## src/rtl/dacc_mac_pkg.sv

```systemverilog
package dacc_mac_pkg;

    typedef enum logic [1:0] {
        OP_HOLD = 2'b00,
        OP_LOAD = 2'b01,
        OP_ADD  = 2'b10,
        OP_SUB  = 2'b11
    } mac_op_e;

    // true when the bits above the signed window of width w disagree
    function automatic logic window_exceeded(input logic [63:0] v, input int aw, input int w);
        logic all0;
        logic all1;
        all0 = 1'b1;
        all1 = 1'b1;
        for (int i = 0; i < 64; i++) begin
            if (i >= w - 1 && i < aw) begin
                all0 = all0 & ~v[i];
                all1 = all1 & v[i];
            end
        end
        return ~(all0 | all1);
    endfunction

endpackage

```

## src/rtl/dacc_mac_mult.sv

```systemverilog
module dacc_mac_mult
    import dacc_mac_pkg::*;
#(
    parameter int DW = 16,
    parameter int AW = 40
) (
    input  logic [DW-1:0] a_i,
    input  logic [DW-1:0] b_i,
    input  logic          sgn_i,
    output logic [AW-1:0] prod_o
);
    localparam int PW = 2 * DW + 2;

    logic signed [DW:0]   a_x;
    logic signed [DW:0]   b_x;
    logic signed [PW-1:0] p;

    // one extra bit per operand: sign copy in signed mode, zero otherwise
    assign a_x = {sgn_i & a_i[DW-1], a_i};
    assign b_x = {sgn_i & b_i[DW-1], b_i};
    assign p   = PW'(a_x) * PW'(b_x);

    generate
        if (AW > PW) begin : g_ext
            assign prod_o = {{(AW-PW){p[PW-1]}}, p};
        end else begin : g_trunc
            assign prod_o = p[AW-1:0];
        end
    endgenerate

endmodule

```

## src/rtl/dacc_mac_bank.sv

```systemverilog
module dacc_mac_bank
    import dacc_mac_pkg::*;
#(
    parameter int AW   = 40,
    parameter int NACC = 2,
    parameter int SELW = 1
) (
    input  logic            clk,
    input  logic            rst_n,
    input  logic [SELW-1:0] sel_i,
    input  logic            clr_i,
    input  mac_op_e         op_i,
    input  logic [AW-1:0]   prod_i,
    output logic [AW-1:0]   rd_o
);
    logic [AW-1:0] acc_q [NACC];
    logic [AW-1:0] nxt;

    assign rd_o = acc_q[sel_i];

    always_comb begin
        if (clr_i) begin
            nxt = '0;
        end else begin
            unique case (op_i)
                OP_HOLD: nxt = rd_o;
                OP_LOAD: nxt = prod_i;
                OP_ADD:  nxt = rd_o + prod_i;
                OP_SUB:  nxt = rd_o - prod_i;
            endcase
        end
    end

    generate
        for (genvar g = 0; g < NACC; g++) begin : g_acc
            logic [AW-1:0] q;
            always_ff @(posedge clk or negedge rst_n) begin
                if (!rst_n) begin
                    q <= '0;
                end else if (sel_i == SELW'(g)) begin
                    q <= nxt;
                end
            end
            assign acc_q[g] = q;
        end
    endgenerate

endmodule

```

## src/rtl/dacc_mac_readout.sv

```systemverilog
module dacc_mac_readout
    import dacc_mac_pkg::*;
#(
    parameter int DW = 16,
    parameter int AW = 40
) (
    input  logic [AW-1:0] acc_i,
    input  logic          rnd_i,
    output logic [DW-1:0] res_o,
    output logic          ovf_o
);
    localparam int          W32    = 2 * DW;
    localparam logic [AW-1:0] HALF = AW'(1) << (DW - 1);
    localparam logic [DW-1:0] POS_MAX = {1'b0, {(DW-1){1'b1}}};
    localparam logic [DW-1:0] NEG_MAX = {1'b1, {(DW-1){1'b0}}};

    logic [AW-1:0] rounded;
    logic [AW-1:0] picked;
    logic          rnd_ovf;
    logic          sat;

    assign rounded = acc_i + HALF;
    assign ovf_o   = window_exceeded(64'(acc_i), AW, W32);
    assign rnd_ovf = window_exceeded(64'(rounded), AW, W32);
    assign picked  = rnd_i ? rounded : acc_i;
    assign sat     = ovf_o | (rnd_i & rnd_ovf);

    always_comb begin
        if (sat) begin
            res_o = acc_i[AW-1] ? NEG_MAX : POS_MAX;
        end else begin
            res_o = picked[W32-1:DW];
        end
    end

endmodule

```

## src/rtl/dacc_mac.sv

```systemverilog
module dacc_mac
    import dacc_mac_pkg::*;
#(
    parameter int DW    = 16,
    parameter int GUARD = 8,
    parameter int NACC  = 2,
    localparam int AW   = 2 * DW + GUARD,
    localparam int SELW = (NACC > 1) ? $clog2(NACC) : 1
) (
    input  logic            clk,
    input  logic            rst_n,
    input  logic [1:0]      op_i,
    input  logic [SELW-1:0] acc_sel_i,
    input  logic            sgn_i,
    input  logic            clr_i,
    input  logic            rnd_i,
    input  logic [DW-1:0]   a_i,
    input  logic [DW-1:0]   b_i,
    output logic [AW-1:0]   acc_o,
    output logic [DW-1:0]   res_o,
    output logic            ovf_o
);
    logic [AW-1:0] prod;
    mac_op_e       op;

    assign op = mac_op_e'(op_i);

    dacc_mac_mult #(.DW(DW), .AW(AW)) u_mult (
        .a_i    (a_i),
        .b_i    (b_i),
        .sgn_i  (sgn_i),
        .prod_o (prod)
    );

    dacc_mac_bank #(.AW(AW), .NACC(NACC), .SELW(SELW)) u_bank (
        .clk    (clk),
        .rst_n  (rst_n),
        .sel_i  (acc_sel_i),
        .clr_i  (clr_i),
        .op_i   (op),
        .prod_i (prod),
        .rd_o   (acc_o)
    );

    dacc_mac_readout #(.DW(DW), .AW(AW)) u_read (
        .acc_i (acc_o),
        .rnd_i (rnd_i),
        .res_o (res_o),
        .ovf_o (ovf_o)
    );

endmodule

```

## config.mk

```make
export PLATFORM = sky130hd
export DESIGN_NAME = dacc_mac
export DESIGN_NICKNAME = d
export VERILOG_FILES = /design/src/rtl/dacc_mac_pkg.sv /design/src/rtl/dacc_mac_mult.sv /design/src/rtl/dacc_mac_bank.sv /design/src/rtl/dacc_mac_readout.sv /design/src/rtl/dacc_mac.sv
export SDC_FILE = /design/constraint.sdc
export NUM_CORES = 1
export LEC_CHECK = 0
export BUFFER_PORTS_ARGS = -buffer_cell sky130_fd_sc_hd__buf_2
export CORE_MARGIN = 4
export CORE_UTILIZATION = 40
export CTS_BUF_LIST = sky130_fd_sc_hd__clkbuf_8
export CTS_CLUSTER_SIZE = 40
export DETAILED_ROUTE_END_ITERATION = 7
export MAX_ROUTING_LAYER = met4
export PLACE_DENSITY = 0.64
export SLEW_MARGIN = 20
export SYNTH_ARGS = -nofsm -noshare
export SYNTH_HDL_FRONTEND = slang
export SYNTH_SLANG_ARGS = --single-unit
```

## constraint.sdc

```tcl
create_clock -name clk -period 4.8 [get_ports clk]
set_input_delay 0.24 -clock clk [delete_from_list [all_inputs] [get_ports clk]]
set_output_delay 0.24 -clock clk [all_outputs]
set_load 0.02 [all_outputs]
```

==> key figures, run 1 <==
Logic synthesis
  • Netlist Area Pre-Place: 18860 um2
  • Post-synth EDFFs: 0
  • Ys flop type: dfrtp_1
  • Ys async rst share: 100.0%
  • Sequential fraction of the synthesis area: between 10% and 20%
  • Syn avg cell area: 8.689 um2
  • Distinct cell type count after synthesis: 76
  • Syn Nets: ~2600
  • Synth Instances: 2170
  • #FFs+latches synth: 80
  • Syn. warnings: 0

Floorplan
  • Die width: approximately 230 um
  • Die height: 225.1 um
  • Die area: 50680 um2
  • Site Rows: 79
  • Initial core utilization: between 40 and 50%
  • Top Ports: 97
  • Core Box Area: 46560 um2

Global routing
  • Number of global-route vias before repair: 18640
  • Largest net degree at the start of global routing: around 80
  • First-pass GRT wire length: 92850 um
  • Gr usage total: 23.03%
  • Congestion Overflow GR: 0
  • Initial antenna violation count: 0

Timing
  • Slew margin rel.: 28.13%
  • Worst slew pin tran: 1.078 ns
  • Unrepaired setup endpoints after global routing: true
  • Final Cycle Share: 183.4%
  • Hold slack final: approximately 0.36 ns
  • Final slew viol count: 0
  • F_max: 113.6 MHz
  • Setup violators final: 68
  • Worst Slack Setup Final: -4.002 ns
  • Final Hold Fails: 0
  • Final min period: ~9 ns
  • Worst Clk Skew: between 0.015 and 0.02 ns

Finish
  • Most common cell after layout, fill and taps aside: buf_4
  • Area Growth Syn to Fin: 37.65%
  • Nets: 3129
  • Max reg flops: 80
  • Commonest cells after routing, fill and taps aside: 430 x buf_4, 313 x inv_1, 286 x fa_1
  • Layout Utilization: a little under three fifths
  • Biggest register: u_bank.g_acc.q
  • Top Registers: u_bank.g_acc.q x80
  • Share of layout cells above drive strength 1: 36.92%

Critical path
  • Worst-path maximum fanout: 4
  • FF-to-FF setup slack: 1.02 ns
  • CP max-delay cell: or4_4
  • Crit-path most repeated cell: fa_1
  • R2R Path End: u_bank.g_acc[1].q[38]
  • CP Capture Type: flop
  • CP arrival: 9.07 ns
  • FF-to-FF Start: u_bank.g_acc[1].q[17]
  • WP data required: ~5 ns
  • Worst-case reg-to-reg path depth: 14
  • WP buf/inv: 7
  • Crit Path Class: input pin to flop
  • Critical Path Start Type: input pin
  • Setup crit end: u_bank.g_acc[1].q[38]
  • Worst path depth: 36
  • Max incr delay on CP: between 0.5 and 0.6 ns
  • Worst setup startpoint: a_i[8]
  • Cell family with most CP delay: adder cells

Placed design
  • DP Worst Slack: -4.601 ns
  • Port bufs: 96
  • Dpl hpwl: 45840 um
  • GP Congestion: 0.9249

CTS
  • CTS tree: built
  • Clock sink count: 80
  • Htree depth: 3
  • Root Buffer: clkbuf_8
  • Clk buf depth: 2
  • CTS Buf Count: 9
  • Clock Latency Late Sink: 0.39 ns
  • Clk pin slew, worst setup/hold paths: 0.09 ns

Drt
  • DRC errors left: 0
  • 1st-iter DRT viols: 880
  • Drt total wl: 56380 um
  • DR vias/cell: 5.240
  • Routed WL per cell: 17.19 um
  • Post-DRT Antenna Nets: 0
  • Vias: 17180
  • First-pass iteration count of the detailed router: 6

Flow run
  • Max cap viols: 0

Run status
  • Outcome: finished with violations
  • Failing checks: setup timing

Min path
  • Hold WC Path Type: input pin to flop
-- stage by stage --
step	instance area (um2)	setup TNS, ns	std cells
3_5_place_dp	23540	-215.20	3191
2_1_floorplan	19840	-150.87	2170
6_report	25950	-178.02	3279
5_1_grt	25950	-194.00	3278
3_3_place_gp	23540	-209.16	3191
4_1_cts	24980	-172.13	3248
-- worst min path at each step --
stage / start / end / slack (ns) / depth (start not counted)
after floorplan: rst_n / u_bank.g_acc[0].q[0] / -0.06 / 0
after global placement: rst_n / u_bank.g_acc[1].q[1] / 0.46 / 1
after global routing: acc_sel_i / u_bank.g_acc[0].q[16] / 0.37 / 3
after detailed placement: u_bank.g_acc[0].q[21] / u_bank.g_acc[0].q[21] / 0.47 / 2
final: acc_sel_i / u_bank.g_acc[1].q[18] / 0.36 / 2
after CTS: rst_n / u_bank.g_acc[0].q[6] / 0.06 / 1
-- timing repair --
action                                 CTS  global route
buffers inserted                        48            42
hold buffers                             0             1
setup endpoints to repair               68            68
endpoints found under the hold margin    0            79
pin swaps                              104           133
resized for setup                      231           175
-- layer usage --
layer	share of wire, %	routed length (um)	track usage, %	vias up
met5	0	0	-	-
met4	2.8	1598	6.011	0
met3	3.6	2045	2.110	104
met2	52	29240	40.97	372
met1	42	23490	28.29	8626
li1	-	-	-	8079
-- cell families after synthesis --
logic type / after synthesis / share of synthesized area, %
buffers and inverters: 440 / 8.812
flip-flops: 80 / 10.62
multiplexers: 94 / 5.408
XOR/XNOR: 106 / 4.924
adder cells (fa/ha/maj): 423 / 39.89
AO/OA/AOI/OAI: 372 / 13.19
AND/OR/NAND/NOR: 655 / 17.15
-- synthesized netlist by cell type (26+ instances only) --
| cell type | n | area share [%] |
|---|---|---|
| inv_1 | 348 | 6.9 |
| and2_1 | 137 | 4.5 |
| clkbuf_1 | 78 | 1.6 |
| a21o_1 | 32 | 1.3 |
| xor2_1 | 41 | 1.9 |
| mux2_2 | 63 | 3.8 |
| fa_1 | 297 | 32 |
| nor2_1 | 116 | 2.3 |
| ha_1 | 126 | 8.4 |
| xnor2_1 | 65 | 3.0 |
| nand2_1 | 233 | 4.6 |
| a211oi_1 | 33 | 1.3 |
| nand3_1 | 26 | 0.69 |
| dfrtp_1 | 80 | 11 |
| o21ai_0 | 77 | 2.0 |
| a21oi_1 | 87 | 2.3 |
| nor3_1 | 32 | 0.85 |
| mux2i_1 | 31 | 1.6 |
-- area by class of cell --
cell class,count,area [um2]
Sequential cell,80,2002
Antenna cell,1,2.502
Inverter,350,1316
Fill cell,4105,20600
Timing Repair Buffer,575,4518
Multi-Input combinational cell,1650,17130
Clock inverter,6,85.08
Clock buffer,10,137.6
Tap cell,607,759.5
Power of run 1 is not shown: default switching activity piles up to over one toggle a cycle in this logic, so the estimate is an artifact.
==> run 2: changes to the inputs <==
--- a/config.mk
+++ b/config.mk
@@ -7,12 +7,12 @@
 export LEC_CHECK = 0
 export BUFFER_PORTS_ARGS = -buffer_cell sky130_fd_sc_hd__buf_2
 export CORE_MARGIN = 4
-export CORE_UTILIZATION = 40
+export CORE_UTILIZATION = 35
 export CTS_BUF_LIST = sky130_fd_sc_hd__clkbuf_8
 export CTS_CLUSTER_SIZE = 40
 export DETAILED_ROUTE_END_ITERATION = 7
 export MAX_ROUTING_LAYER = met4
-export PLACE_DENSITY = 0.64
+export PLACE_DENSITY = 0.58
 export SLEW_MARGIN = 20
 export SYNTH_ARGS = -nofsm -noshare
 export SYNTH_HDL_FRONTEND = slang
==> run 2 against run 1 <==
The flow still finishes with violations (setup timing); register-to-register slack lost 0.12 ns; count of clock-buffer cells in the layout increased by 1; sequential share of layout area is essentially flat; critical path depth is 2 lower; worst hold slack got worse by 0.055 ns; critical endpoint unchanged; largest cell class unchanged.
==> key figures, run 2 (synthesis results as in run 1) <==
CTS
  • Clock sink count: 80
  • Root Buffer: clkbuf_8
  • Clk pin slew, worst setup/hold paths: 0.10 ns
  • Clock Latency Late Sink: 0.39 ns
  • CTS tree: built
  • Htree depth: 3
  • Clk buf depth: 2
  • CTS Buf Count: 9

Finish
  • Non-Filler Instances: 3352
  • Nets: 3121
  • Top Registers: u_bank.g_acc.q x80
  • Max reg flops: 80
  • Share of layout cells above drive strength 1: 35.49%
  • Area Growth Syn to Fin: 37.72%
  • Biggest register: u_bank.g_acc.q
  • Commonest cells after routing, fill and taps aside: 417 x buf_4, 325 x inv_1, 289 x fa_1
  • Layout Utilization: 49.02%
  • Most common cell after layout, fill and taps aside: buf_4

Floorplan
  • Site Rows: 84
  • Core Box Area: 52970 um2
  • Die area: 57650 um2
  • Top Ports: just under 100
  • Die width: 240.1 um
  • Initial core utilization: a little over a third
  • Die height: about 240 um

Drt
  • DR vias/cell: between 5 and 6
  • Post-DRT Antenna Nets: 0
  • Drt total wl: 56980 um
  • DRC errors left: 0
  • Routed WL per cell: 17.00 um
  • Vias: 17210
  • First-pass iteration count of the detailed router: 5
  • 1st-iter DRT viols: 870

Critical path
  • CP max-delay cell: or4_4
  • FF-to-FF Start: u_bank.g_acc[1].q[16]
  • R2R Path End: u_bank.g_acc[1].q[27]
  • FF-to-FF setup slack: 0.90 ns
  • Worst-path maximum fanout: 6
  • Crit Path Class: input pin to flop
  • Crit-path most repeated cell: fa_1
  • WP data required: approximately 5.1 ns
  • Critical Path Start Type: input pin
  • Worst-case reg-to-reg path depth: 17
  • CP Capture Type: flop
  • CP arrival: 8.98 ns
  • Max incr delay on CP: 0.59 ns

Global routing
  • Number of global-route vias before repair: 18530
  • Congestion Overflow GR: 0
  • First-pass GRT wire length: 93900 um
  • Largest net degree at the start of global routing: 81
  • Gr usage total: 20.64%
  • Initial antenna violation count: 0

Timing
  • Worst Clk Skew: around 0.012 ns
  • Final Hold Fails: 0
  • Final min period: 8.703 ns
  • Sum of negative setup slack: -174.70 ns
  • F_max: 114.9 MHz
  • Worst slew pin tran: 1.210 ns
  • Slew margin rel.: 19.33%
  • Final Cycle Share: 181.3%
  • Setup violators final: 68
  • Final slew viol count: 0
  • Worst Slack Setup Final: -3.903 ns
  • Unrepaired setup endpoints after global routing: true
  • Hold slack final: 0.3031 ns

Placed design
  • Inst Count DP: roughly 3300
  • Port bufs: 96
  • GP Congestion: 0.8940
  • Dpl hpwl: 46630 um

Min path
  • Beginning of the worst hold path: acc_sel_i
  • Worst Hold End: u_bank.g_acc[1].q[18]
  • Hold WC Path Type: input pin to flop
  • Hold Path Stages: 2

Flow run
  • Max cap viols: 0

Run status
  • Failing checks: setup timing
  • Outcome: finished with violations
run 2: changes by cell type in the layout (fill, tap and decap cells not counted), sizes merged:
| cell | before | now |
|---|---|---|
| buf | 574 | 563 |
| clkbuf | 10 | 14 |
| bufinv | 2 | 1 |
| clkinvlp | 0 | 1 |
| inv | 350 | 349 |
run 2: worst max path at each step:
| stage | from | slack (ns) | to | cells past startpoint |
|---|---|---|---|---|
| after global placement | b_i[5] | -4.47 | u_bank.g_acc[1].q[38] | 35 |
| after CTS | a_i[7] | -3.92 | u_bank.g_acc[0].q[38] | 35 |
| after global routing | a_i[8] | -4.28 | u_bank.g_acc[1].q[38] | 35 |
| after floorplan | a_i[4] | -4.03 | u_bank.g_acc[1].q[38] | 35 |
| final | b_i[5] | -3.90 | u_bank.g_acc[1].q[38] | 34 |
| after detailed placement | b_i[5] | -4.67 | u_bank.g_acc[1].q[38] | 37 |
run 2: what timing repair did:
item / CTS / global route
endpoints found under the setup margin: 68 / 68
resized for setup: 211 / 163
setup buffers: 44 / 23
endpoints found under the hold margin: 0 / 69
pin swaps: 95 / 96
hold buffers: 0 / 1
run 2: area by class of cell:
cell class / instances / area, um2
clock buffer: 11 / 151.4
multi-input combinational: 1650 / 17070
antenna: 1 / 2.502
clock inverter: 5 / 63.81
fill: 5035 / 27000
sequential: 80 / 2002
tap: 688 / 860.8
inverter: 350 / 1321
timing repair buffer: 567 / 4497
run 2: stage by stage:
stage                     area [um2]  setup slack (ns)
final                          25970            -3.903
after CTS                      25020            -3.925
after detailed placement       23630            -4.674
after global placement         23630            -4.473
after floorplan                19840            -4.027
after global routing           25960            -4.281
run 2: worst max-delay path, delay by kind of cell:
kind / cells / cell delay [ns]
AO/OA/AOI/OAI: 10 / 2.01
XOR/XNOR: 1 / 0.19
adder cells (fa/ha/maj): 8 / 3.50
buffers and inverters: 7 / 0.56
AND/OR/NAND/NOR: 8 / 2.47
run 2: layer usage:
layer / wire, um / vias up / GRT usage, %
li1: - / 8065 / -
met1: 24080 / 8663 / 25.66
met2: 29080 / 380 / 35.96
met3: 2345 / 98 / 2.546
met4: 1465 / 0 / 5.089
met5: 0 / - / -
Power of run 2 is left out for the same reason.
